**src/rtl/tod_pkg.sv**
```systemverilog
package tod_pkg;
  localparam int DIGIT_W = 4;
  localparam logic [DIGIT_W-1:0] ONES_TOP = DIGIT_W'(9);

  // true when a units digit must roll to zero and bump its tens digit
  function automatic logic ones_rolls(input logic [DIGIT_W-1:0] ones);
    return ones == ONES_TOP;
  endfunction

  // next units digit value when the field steps without wrapping whole
  function automatic logic [DIGIT_W-1:0] ones_next(input logic [DIGIT_W-1:0] ones);
    return ones_rolls(ones) ? '0 : ones + DIGIT_W'(1);
  endfunction

  // true when a two-digit field sits on its last value
  function automatic logic field_at_last(input logic [DIGIT_W-1:0] tens,
                                         input logic [DIGIT_W-1:0] ones,
                                         input int tens_last,
                                         input int ones_last);
    return (tens == DIGIT_W'(tens_last)) && (ones == DIGIT_W'(ones_last));
  endfunction
endpackage

```
**src/rtl/tod_rise.sv**
```systemverilog
module tod_rise (
  input  logic clk,
  input  logic rst,
  input  logic lvl,
  output logic pulse
);
  logic lvl_q;

  always_ff @(posedge clk) begin
    if (rst) lvl_q <= 1'b0;
    else     lvl_q <= lvl;
  end

  assign pulse = lvl & ~lvl_q;
endmodule

```
**src/rtl/tod_field.sv**
```systemverilog
module tod_field
  import tod_pkg::*;
#(
  parameter int TENS_BITS = 3,
  parameter int TENS_LAST = 5,
  parameter int ONES_LAST = 9
) (
  input  logic               clk,
  input  logic               rst,
  input  logic               cnt_en,
  input  logic               set_en,
  output logic [DIGIT_W-1:0] ones,
  output logic [DIGIT_W-1:0] tens,
  output logic               carry_out
);
  logic [DIGIT_W-1:0]   ones_q;
  logic [TENS_BITS-1:0] tens_q;
  logic                 step;
  logic                 at_last;

  assign tens    = DIGIT_W'(tens_q);
  assign ones    = ones_q;
  assign step    = cnt_en | set_en;
  assign at_last = field_at_last(tens, ones_q, TENS_LAST, ONES_LAST);

  always_ff @(posedge clk) begin
    if (rst) begin
      ones_q <= '0;
      tens_q <= '0;
    end else if (step) begin
      if (at_last) begin
        ones_q <= '0;
        tens_q <= '0;
      end else begin
        ones_q <= ones_next(ones_q);
        if (ones_rolls(ones_q)) tens_q <= tens_q + TENS_BITS'(1);
      end
    end
  end

  // only a counting step carries; a manual step wraps in place
  assign carry_out = cnt_en & at_last;
endmodule

```
**src/rtl/tod_bcd_clock.sv**
```systemverilog
module tod_bcd_clock
  import tod_pkg::*;
(
  input  logic       clk,
  input  logic       rst,
  input  logic       tick_1hz,
  input  logic       corr_mode,
  input  logic       pick_sec,
  input  logic       pick_min,
  input  logic       pick_hr,
  input  logic       adv_in,
  output logic [3:0] sec_ones,
  output logic [3:0] sec_tens,
  output logic [3:0] min_ones,
  output logic [3:0] min_tens,
  output logic [3:0] hr_ones,
  output logic [3:0] hr_tens
);
  logic adv_pulse;
  logic sec_set, min_set, hr_set;
  logic sec_carry, min_carry, hr_carry;

  tod_rise u_rise (
    .clk(clk), .rst(rst), .lvl(adv_in), .pulse(adv_pulse)
  );

  assign sec_set = corr_mode & pick_sec & adv_pulse;
  assign min_set = corr_mode & pick_min & adv_pulse;
  assign hr_set  = corr_mode & pick_hr  & adv_pulse;

  tod_field #(.TENS_BITS(3), .TENS_LAST(5), .ONES_LAST(9)) u_sec (
    .clk(clk), .rst(rst), .cnt_en(tick_1hz), .set_en(sec_set),
    .ones(sec_ones), .tens(sec_tens), .carry_out(sec_carry)
  );

  tod_field #(.TENS_BITS(3), .TENS_LAST(5), .ONES_LAST(9)) u_min (
    .clk(clk), .rst(rst), .cnt_en(sec_carry), .set_en(min_set),
    .ones(min_ones), .tens(min_tens), .carry_out(min_carry)
  );

  tod_field #(.TENS_BITS(2), .TENS_LAST(2), .ONES_LAST(3)) u_hr (
    .clk(clk), .rst(rst), .cnt_en(min_carry), .set_en(hr_set),
    .ones(hr_ones), .tens(hr_tens), .carry_out(hr_carry)
  );
endmodule

```
**config.mk**
```make
export PLATFORM = sky130hd
export DESIGN_NAME = tod_bcd_clock
export DESIGN_NICKNAME = d
export VERILOG_FILES = /design/src/rtl/tod_pkg.sv /design/src/rtl/tod_rise.sv /design/src/rtl/tod_field.sv /design/src/rtl/tod_bcd_clock.sv
export SDC_FILE = /design/constraint.sdc
export NUM_CORES = 1
export LEC_CHECK = 0
export BUFFER_PORTS_ARGS = -buffer_cell sky130_fd_sc_hd__buf_2
export CAP_MARGIN = 20
export CORE_ASPECT_RATIO = 1.4
export CORE_UTILIZATION = 45
export DETAILED_ROUTE_END_ITERATION = 7
export PLACE_DENSITY = 0.76
export SYNTH_ARGS = -nofsm -noshare
export SYNTH_HDL_FRONTEND = slang
export SYNTH_SLANG_ARGS = --single-unit
```
**constraint.sdc**
```tcl
create_clock -name clk -period 4.28 [get_ports clk]
set_input_delay 0.856 -clock clk [delete_from_list [all_inputs] [get_ports clk]]
set_output_delay 0.856 -clock clk [all_outputs]
set_load 0.01 [all_outputs]
```
==> flow_summary.toml, run 1 <==
[status]
status = "completed"

[sta]
final-max-slew-violation-count = 0
min_period_over_period_pct = 48.1
fin_skew_ns = 0.00503
setup_viol = 0
fmax_ghz = 0.486
finalSetupTns_ns = 0
final_hold_viol_count = 0
rsz0062_at_grt = "no"
period_minus_slack_ns = 2.06
fin_ws_ns = 2.22

[final_layout]
mostFrequentLayoutCells = "buf_2, dfxtp_1, a21oi_1"
fin_area_um2 = 1400
finalNetCount = 183
multi_input_area_um2 = 739
fill_cells = 279
layout.area.seq_um2 = 420
diodes = 0
layout-drive-gt1-share_pct = 23.8
area_delta_synth_final_pct = 13.7
layout_commonest_cell = "buf_2"
layout.cells.non_filler = 200

[global_route]
grt_pass1_wl_mm = 4.43
antenna_found_initial = 0
grt_max_degree = 21
grtUsageTotal_pct = 19.9
grt_pass1_vias = 1066
grt-ovfl-total = 0

[cts]
postCtsSetupRepairBufs = 0
cts-resized-gates = 0
cts.htree.levels = 1
cts_tree = "yes"
clk_pin_slew_ns = 0.13
cts_hold_buf = 0
cts_buffer_depth = 2
cts_buffers = 3
cts_sinks = 21
clkLatencyLatePin_ns = 0.31
root_buffer = "clkbuf_4"

[logic_synthesis]
syn_inst = 138
synth_seq_area_share_pct = 34.1
async_reset_ff_share_pct = 0
synth_seq_cells = 21
netlist.area_leader.share_pct = 34.1
syn_avg_cell_area_um2 = 8.92
synth_top_area_cell = "dfxtp_1"
yosysUniqueCellTypes = 45
ys_top_cells_by_area = "dfxtp_1, ha_1, a21oi_1, nand3b_4, o21ai_0"
syn_area_um2 = 1230
yosysWarnings = 0
synth_edf_count = 0
synth-main-ff-cell = "dfxtp_1"

[hold_path]
hp-class = "reg2reg"

[floorplan]
die_height_um = 63.9
initial_utilization_pct = 47.1
die_width_um = 46.2
die_area_um2 = 2950
num_rows = 22
core_um2 = 2620
boundaryPins = 32

[power]
power_frac_comb_pct = 9.6
seq_power_share_pct = 60.4
power_density_nw_per_um2 = 242
p_sw_w = 0.0000902
ir_drop_mv = 0.157
p_leak_nw = 0.620
internal_power_w = 0.000249
swShare_pct = 26.6
p_clk_share_pct = 30.0

[place]
io_buffers = 27
dp_slack_ns = 1.92
dp_hpwl_mm = 1.96
placed_area_um2 = 1370
gp_congestion = 0.808
placed_cells = 196

[route]
ant_nets = 0
vias = 1108
drt-vias-per-instance = 5.54
dr.pass1.iters = 4
wl_per_cell_um = 13.3
wl_mm = 2.65
drc_errors = 0
drt_iter0_drc = 31

[flow_run]
cap_violations = 0

[worst_setup_path]
critPathKind = "reg2reg"
crit_required_ns = 4.50
setup.worst_path.end_class = "flip-flop"
arrival_ns = 2.28
worst_setup_path_start_kind = "flip-flop"
path_max_fanout = 8
[power groups by stage]
stage	combinational (W)	clock, W	sequential (W)
after detailed placement	0.0000326	0	0.000209
after global placement	0.0000309	0	0.000209
after global routing	0.0000356	0.000112	0.000206
after floorplan	0.0000223	0	0.000210
after CTS	0.0000328	0.000103	0.000205
final	0.0000327	0.000102	0.000205
[metrics by stage]
| stage | utilization (%) | total power, W | hold WS [ns] |
|---|---|---|---|
| 2_1_floorplan | - | 0.000232 | 0.503 |
| 3_3_place_gp | 52.4 | 0.000239 | 0.471 |
| 3_5_place_dp | 52.4 | 0.000242 | 0.488 |
| 4_1_cts | 53.5 | 0.000341 | 0.508 |
| 5_1_grt | 53.5 | 0.000353 | 0.539 |
| 6_report | 53.5 | 0.000339 | 0.505 |
[cell usage after synthesis (2+ instances only)]
master    number
and2_1         2
nand3b_4       2
xnor2_1        2
o21ai_0        8
a21oi_1       14
a211o_2        2
buf_4          4
nand2b_1       2
ha_1          10
nor3_1         3
inv_1          8
nand4b_1       2
xor2_1         2
o211ai_1       2
clkbuf_1       3
a211o_1        3
nor2_1         7
nand2_1        9
a211oi_1       3
nand3_1        4
or3_1          2
dfxtp_1       21
[cell type report]
cell class / instances / area share, %
tap: 36 / 3.22
clock inverter: 1 / 0.536
sequential: 21 / 30.0
timing repair buffer: 27 / 9.65
inverter: 8 / 2.14
multi-input combinational: 104 / 52.8
clock buffer: 3 / 1.61
[critical path: stages, from the launching register on]
cell,delay (ns)
dfxtp_1,0.42
ha_1,0.27
nand3_2,0.13
or4_4,0.59
a211o_1,0.31
a32o_1,0.25
[flip-flops by register name, summed over array words and instances (netlist names)]
signal	flops
u_sec.ones	4
u_hr.tens_q	2
u_min.tens_q	3
u_hr.ones	4
u_sec.tens_q	3
u_rise.lvl_q	1
u_min.ones	4
[cells by family after synthesis]
logic type	Yosys count	synth area share, %
other	1	0.305
and+or+nand+nor	44	23.1
xor gates and xnor gates	4	2.85
DFF	21	34.1
muxes	1	0.813
AOI/OAI and AO/OA	41	22.0
adders and majority gates	10	10.2
buffers and inverters	16	6.71
[per-layer routing]
metal / wire length [µm] / GRT usage, % / vias to the layer above
li1: - / - / 544
met1: 1160 / 22.5 / 533
met2: 1400 / 35.9 / 27
met3: 71 / 2.54 / 4
met4: 21 / 6.99 / 0
met5: 0 / 0 / -
[worst paths after layout]
kind	from	endpoint	slack [ns]	depth (start not counted)
hold reg to reg	u_sec.tens_q[1]	u_sec.tens_q[1]	0.51	2
setup / recovery	u_sec.tens_q[0]	u_hr.tens_q[1]	2.22	5
setup reg to reg	u_sec.tens_q[0]	u_hr.tens_q[1]	2.22	5
hold / removal	u_sec.tens_q[1]	u_sec.tens_q[1]	0.51	2
(Power assumes the default switching activity.)
==> inputs of run 2 (changes only) <==
--- a/config.mk
+++ b/config.mk
@@ -5,12 +5,13 @@
 export SDC_FILE = /design/constraint.sdc
 export NUM_CORES = 1
 export LEC_CHECK = 0
+export ABC_AREA = 1
 export BUFFER_PORTS_ARGS = -buffer_cell sky130_fd_sc_hd__buf_2
 export CAP_MARGIN = 20
 export CORE_ASPECT_RATIO = 1.4
 export CORE_UTILIZATION = 45
 export DETAILED_ROUTE_END_ITERATION = 7
-export PLACE_DENSITY = 0.76
+export PLACE_DENSITY = 0.75
 export SYNTH_ARGS = -nofsm -noshare
 export SYNTH_HDL_FRONTEND = slang
 export SYNTH_SLANG_ARGS = --single-unit
==> constraint.sdc (replaced) <==
create_clock -name clk -period 2 [get_ports clk]
set_input_delay 0.4 -clock clk [delete_from_list [all_inputs] [get_ports clk]]
set_output_delay 0.4 -clock clk [all_outputs]
set_load 0.01 [all_outputs]
==> flow_summary.toml, run 2 <==
[route]
wl_per_cell_um = 11.2
wl_mm = 2.57
drt-vias-per-instance = 5.03
drt_iter0_drc = 33
vias = 1152
ant_nets = 0
dr.pass1.iters = 4
drc_errors = 0

[worst_setup_path]
rr_worst_depth = 9
arrival_ns = 1.74
critPathKind = "reg2reg"
setup.worst_path.end_class = "flip-flop"
reg2reg_setup_slack_ns = 0.51
crit_required_ns = 2.25
path_max_fanout = 11
r2r_end = "u_min.tens_q[2]"
worst_setup_path_start_kind = "flip-flop"
r2r_start = "u_sec.tens_q[1]"

[hold_path]
min_delay_path_depth = 3
hp-class = "in2reg"
holdPathEnd = "u_rise.lvl_q"
hp-start = "adv_in"

[sta]
fmax_ghz = 0.671
final_hold_viol_count = 0
fin_skew_ns = 0.00155
fin_ws_ns = 0.510
final-max-slew-violation-count = 0
finalSetupTns_ns = 0
setup_viol = 0
period_minus_slack_ns = 1.49
rsz0062_at_grt = "no"
hold_ws_ns = 0.313
min_period_over_period_pct = 74.5

[logic_synthesis]
synth_edf_count = 0
syn_inst = 165
syn_avg_cell_area_um2 = 7.73
synth_top_area_cell = "dfxtp_1"
synth-main-ff-cell = "dfxtp_1"
ys_top_cells_by_area = "dfxtp_1, ha_1, nand3_1, nor2_1, nand2_1"
netlist.area_leader.share_pct = 33.0
synth_seq_area_share_pct = 33.0
async_reset_ff_share_pct = 0
yosysMostFrequentCell = "dfxtp_1"
synth_seq_cells = 21
synth_common_cells = "dfxtp_1, nor2_1, nand2_1"
yosysUniqueCellTypes = 26
yosysWarnings = 0
syn_area_um2 = 1270

[cts]
cts_hold_buf = 0
cts_tree = "yes"
clk_pin_slew_ns = 0.12
cts_buffers = 3
cts.htree.levels = 1
clkLatencyLatePin_ns = 0.31
root_buffer = "clkbuf_4"
postCtsSetupRepairBufs = 0
cts-resized-gates = 0
cts_buffer_depth = 2
cts_sinks = 21

[power]
p_clk_share_pct = 28.9
internal_power_w = 0.000534
seq_power_share_pct = 59.8
p_leak_nw = 0.704
ir_drop_mv = 0.403
swShare_pct = 27.4
p_sw_w = 0.000201
power_density_nw_per_um2 = 508
power.total_w = 0.000735
power_frac_comb_pct = 11.3

[final_layout]
layout_commonest_cell = "buf_2"
finalNetCount = 212
diodes = 0
layout.cells.non_filler = 229
mostFrequentLayoutCells = "buf_2, dfxtp_1, nor2_1"
area_delta_synth_final_pct = 13.6
layout-drive-gt1-share_pct = 29.0
fill_cells = 262

[floorplan]
die_width_um = 47.0
core_um2 = 2640
initial_utilization_pct = 48.2
boundaryPins = 32
die_area_um2 = 3050
die_height_um = 65.0
num_rows = 22

[place]
dp_slack_ns = 0.543
gp_congestion = 0.821
dp_hpwl_mm = 2.01
io_buffers = 27
placed_cells = 225

[global_route]
grt_pass1_wl_mm = 4.24
grt-ovfl-total = 0
antenna_found_initial = 0
grt_pass1_vias = 1052
grt_max_degree = 13
grtUsageTotal_pct = 19.4

[flow_run]
cap_violations = 0

[status]
status = "completed"
[run 2: metrics by stage]
| step | area, µm² | utilization [%] |
|---|---|---|
| 2_1_floorplan | 1290 | - |
| 3_3_place_gp | 1420 | 53.8 |
| 3_5_place_dp | 1420 | 53.8 |
| 4_1_cts | 1450 | 54.8 |
| 5_1_grt | 1450 | 54.8 |
| 6_report | 1450 | 54.8 |
[run 2: cells by family after synthesis]
kind of cell / share of synthesized area (%)
simple gates: 34.5
buf+inv: 9.42
compound gates: 10.2
flops: 33.0
fa+ha+maj: 9.81
xor+xnor: 2.75
other cells: 0.294
[run 2: power by group through the flow]
| stage | Sequential (W) | Combinational (W) | Clock, W |
|---|---|---|---|
| 2_1_floorplan | 0.000452 | 0.0000583 | 0 |
| 3_3_place_gp | 0.000448 | 0.0000812 | 0 |
| 3_5_place_dp | 0.000449 | 0.0000833 | 0 |
| 4_1_cts | 0.000440 | 0.0000838 | 0.000220 |
| 5_1_grt | 0.000441 | 0.0000942 | 0.000243 |
| 6_report | 0.000440 | 0.0000830 | 0.000213 |
[run 2: area by class of cell]
| class | instances | area [µm²] | share of cell area, % |
|---|---|---|---|
| multi-input combinational | 121 | 746 | 51.5 |
| sequential | 21 | 420 | 29.0 |
| timing repair buffer | 27 | 135 | 9.33 |
| inverter | 20 | 75.1 | 5.18 |
| tap | 36 | 45.0 | 3.11 |
| clock buffer | 3 | 22.5 | 1.55 |
| clock inverter | 1 | 5.00 | 0.345 |
[run 2: metal layers]
metal  vias up  GRT usage, %  wire (µm)
met5         -             0          0
met4         0          12.5         75
met3         7          3.34         97
met2        36          33.5       1320
met1       518          20.0       1080
li1        591             -          -
[run 2: critical path, stage by stage (launching register included)]
cell      delay, ns
dfxtp_1        0.37
inv_1          0.07
ha_1           0.21
nand3_2        0.11
clkinv_1       0.08
nand2_2        0.08
nand2_2        0.13
nand2_1        0.17
nand2_1        0.07
a21oi_1        0.14
[run 2: how the worst max path moves through the flow]
stage / start / end / slack (ns)
after floorplan: u_sec.tens_q[1] / u_min.ones[1] / 0.64
after global placement: u_sec.tens_q[1] / u_min.tens_q[0] / 0.62
after detailed placement: u_sec.tens_q[1] / u_min.tens_q[0] / 0.54
after CTS: u_sec.tens_q[1] / u_min.tens_q[2] / 0.51
after global routing: u_sec.tens_q[1] / u_min.tens_q[2] / 0.34
final: u_sec.tens_q[1] / u_min.tens_q[2] / 0.51
==> inputs of run 3 (changes only) <==
==> constraint.sdc (replaced) <==
create_clock -name clk -period 1.38 [get_ports clk]
set_input_delay 0.276 -clock clk [delete_from_list [all_inputs] [get_ports clk]]
set_output_delay 0.276 -clock clk [all_outputs]
set_load 0.01 [all_outputs]
==> flow_summary.toml, run 3 (synthesis gave the netlist of run 2 again) <==
[status]
status = "completed"

[worst_setup_path]
rr_worst_depth = 8
slowest_stage = "dfxtp_2"
crit_required_ns = 1.59
crit_chain = "inv_1 -> ha_4 -> nand3_4 -> clkinv_1 -> nand2_2 -> nand2_2 -> o21ai_0 -> nor2_1"
cp-startpoint = "u_sec.tens_q[1]"
path_depth = 8
crit_path_max_incr_delay_ns = 0.35
worst-path-buf-inv = 2
setup.worst_path.end_class = "flip-flop"
crit_end = "u_min.ones[1]"
worst_setup_path_start_kind = "flip-flop"
critPathKind = "reg2reg"
r2r_start = "u_sec.tens_q[1]"
arrival_ns = 1.52
crit_family = "simple AND/OR/NAND/NOR gates"
reg2reg_setup_slack_ns = 0.07
r2r_end = "u_min.ones[1]"
cpMostUsedCell = "nand2_2"
path_max_fanout = 5

[floorplan]
num_rows = 22
initial_utilization_pct = 48.2
die_area_um2 = 3050
core_um2 = 2640
die_height_um = 65.0
boundaryPins = 32
die_width_um = 47.0

[place]
placed_area_um2 = 1460
placed_cells = 230
dp_slack_ns = -0.0680
io_buffers = 27
gp_congestion = 0.860
dp_hpwl_mm = 2.06

[route]
dr.pass1.iters = 4
ant_nets = 0
wl_per_cell_um = 12.3
dr_wl_met3_um = 76
drc_errors = 0
met1Wirelength_mm = 1.23
top_layer = "met4"
vias = 1175
wl_mm = 2.91
drt-vias-per-instance = 4.96
wl_met2_mm = 1.55
drt_iter0_drc = 26

[final_layout]
fill_cells = 250
finalNetCount = 220
area_delta_synth_final_pct = 25.4
diodes = 0
layout.cells.non_filler = 237
fin_area_um2 = 1600
layout-drive-gt1-share_pct = 38.8
layout_commonest_cell = "buf_2"
utilization_pct = 60.5
mostFrequentLayoutCells = "buf_2, nor2_1, nand2_1"

[global_route]
antenna_found_initial = 0
grtUsageTotal_pct = 20.6
grt_pass1_vias = 1113
grt-ovfl-total = 0
grt_pass1_wl_mm = 4.50
grt_max_degree = 13

[sta]
min_period_over_period_pct = 94.9
fmax_ghz = 0.763
fin_skew_ns = 0.00195
fin_ws_ns = 0.0702
final_hold_viol_count = 0
period_minus_slack_ns = 1.31
setup_viol = 0
final-max-slew-violation-count = 0
rsz0062_at_grt = "yes"

[cts]
root_buffer = "clkbuf_4"
cts_buffer_depth = 2
clk_pin_slew_ns = 0.12
cts_buffers = 3
cts_hold_buf = 0
cts_sinks = 21
cts_tree = "yes"
cts.htree.levels = 1
clkLatencyLatePin_ns = 0.31

[power]
power_density_nw_per_um2 = 687
ir_drop_mv = 0.417
power.total_w = 0.00110
p_leak_nw = 0.769

[flow_run]
cap_violations = 0

[hold_path]
hp-class = "in2reg"
==> run 3: stage by stage <==
| step | hold WS (ns) | TNS (ns) |
|---|---|---|
| global placement | 0.487 | 0 |
| floorplan | 0.401 | 0 |
| CTS | 0.174 | 0 |
| detailed placement | 0.493 | -0.269 |
| finish | 0.184 | 0 |
| global route | 0.175 | -0.0744 |
==> run 3: cell type report <==
cell class	count	area (µm²)	area share [%]
timing repair buffer	34	188	11.7
clock buffer	3	22.5	1.41
clock inverter	1	5.00	0.313
multi-input combinational	122	833	52.1
inverter	20	75.1	4.69
tap	36	45.0	2.82
sequential	21	430	26.9
==> run 3: layer usage <==
layer | up-vias | track usage (%)
met2 | 21 | 33.7
met4 | 0 | 14.3
met5 | - | 0
met3 | 4 | 3.62
li1 | 604 | -
met1 | 546 | 22.7
==> run 3: report_power, final <==
group | switching, W | internal [W]
Combinational | 0.0000911 | 0.0000596
Sequential | 0.0000160 | 0.000622
Clock | 0.000202 | 0.000108
==> run 3: worst min path at each step <==
stage | start | to | slack, ns | depth (start not counted)
floorplan | adv_in | u_rise.lvl_q | 0.40 | 2
global placement | u_min.tens_q[1] | u_min.tens_q[1] | 0.49 | 2
detailed placement | u_min.tens_q[1] | u_min.tens_q[1] | 0.49 | 2
CTS | adv_in | u_rise.lvl_q | 0.17 | 3
global route | adv_in | u_rise.lvl_q | 0.18 | 3
finish | adv_in | u_rise.lvl_q | 0.18 | 3
==> run 3: timing repair <==
action | CTS | global route
endpoints found under the setup margin | 5 | 15
pin swaps | 0 | 8
gates resized for setup | 4 | 22
buffers inserted | 0 | 2
gates cloned | 0 | 1
==> run 3: worst reg2reg max path, cell delays in order (launching register included) <==
cell and delay, ns:
dfxtp_2 0.35, inv_1 0.07, ha_4 0.18, nand3_4 0.09, clkinv_1 0.08, nand2_2 0.12, nand2_2 0.10, o21ai_0 0.18
nor2_1 0.05
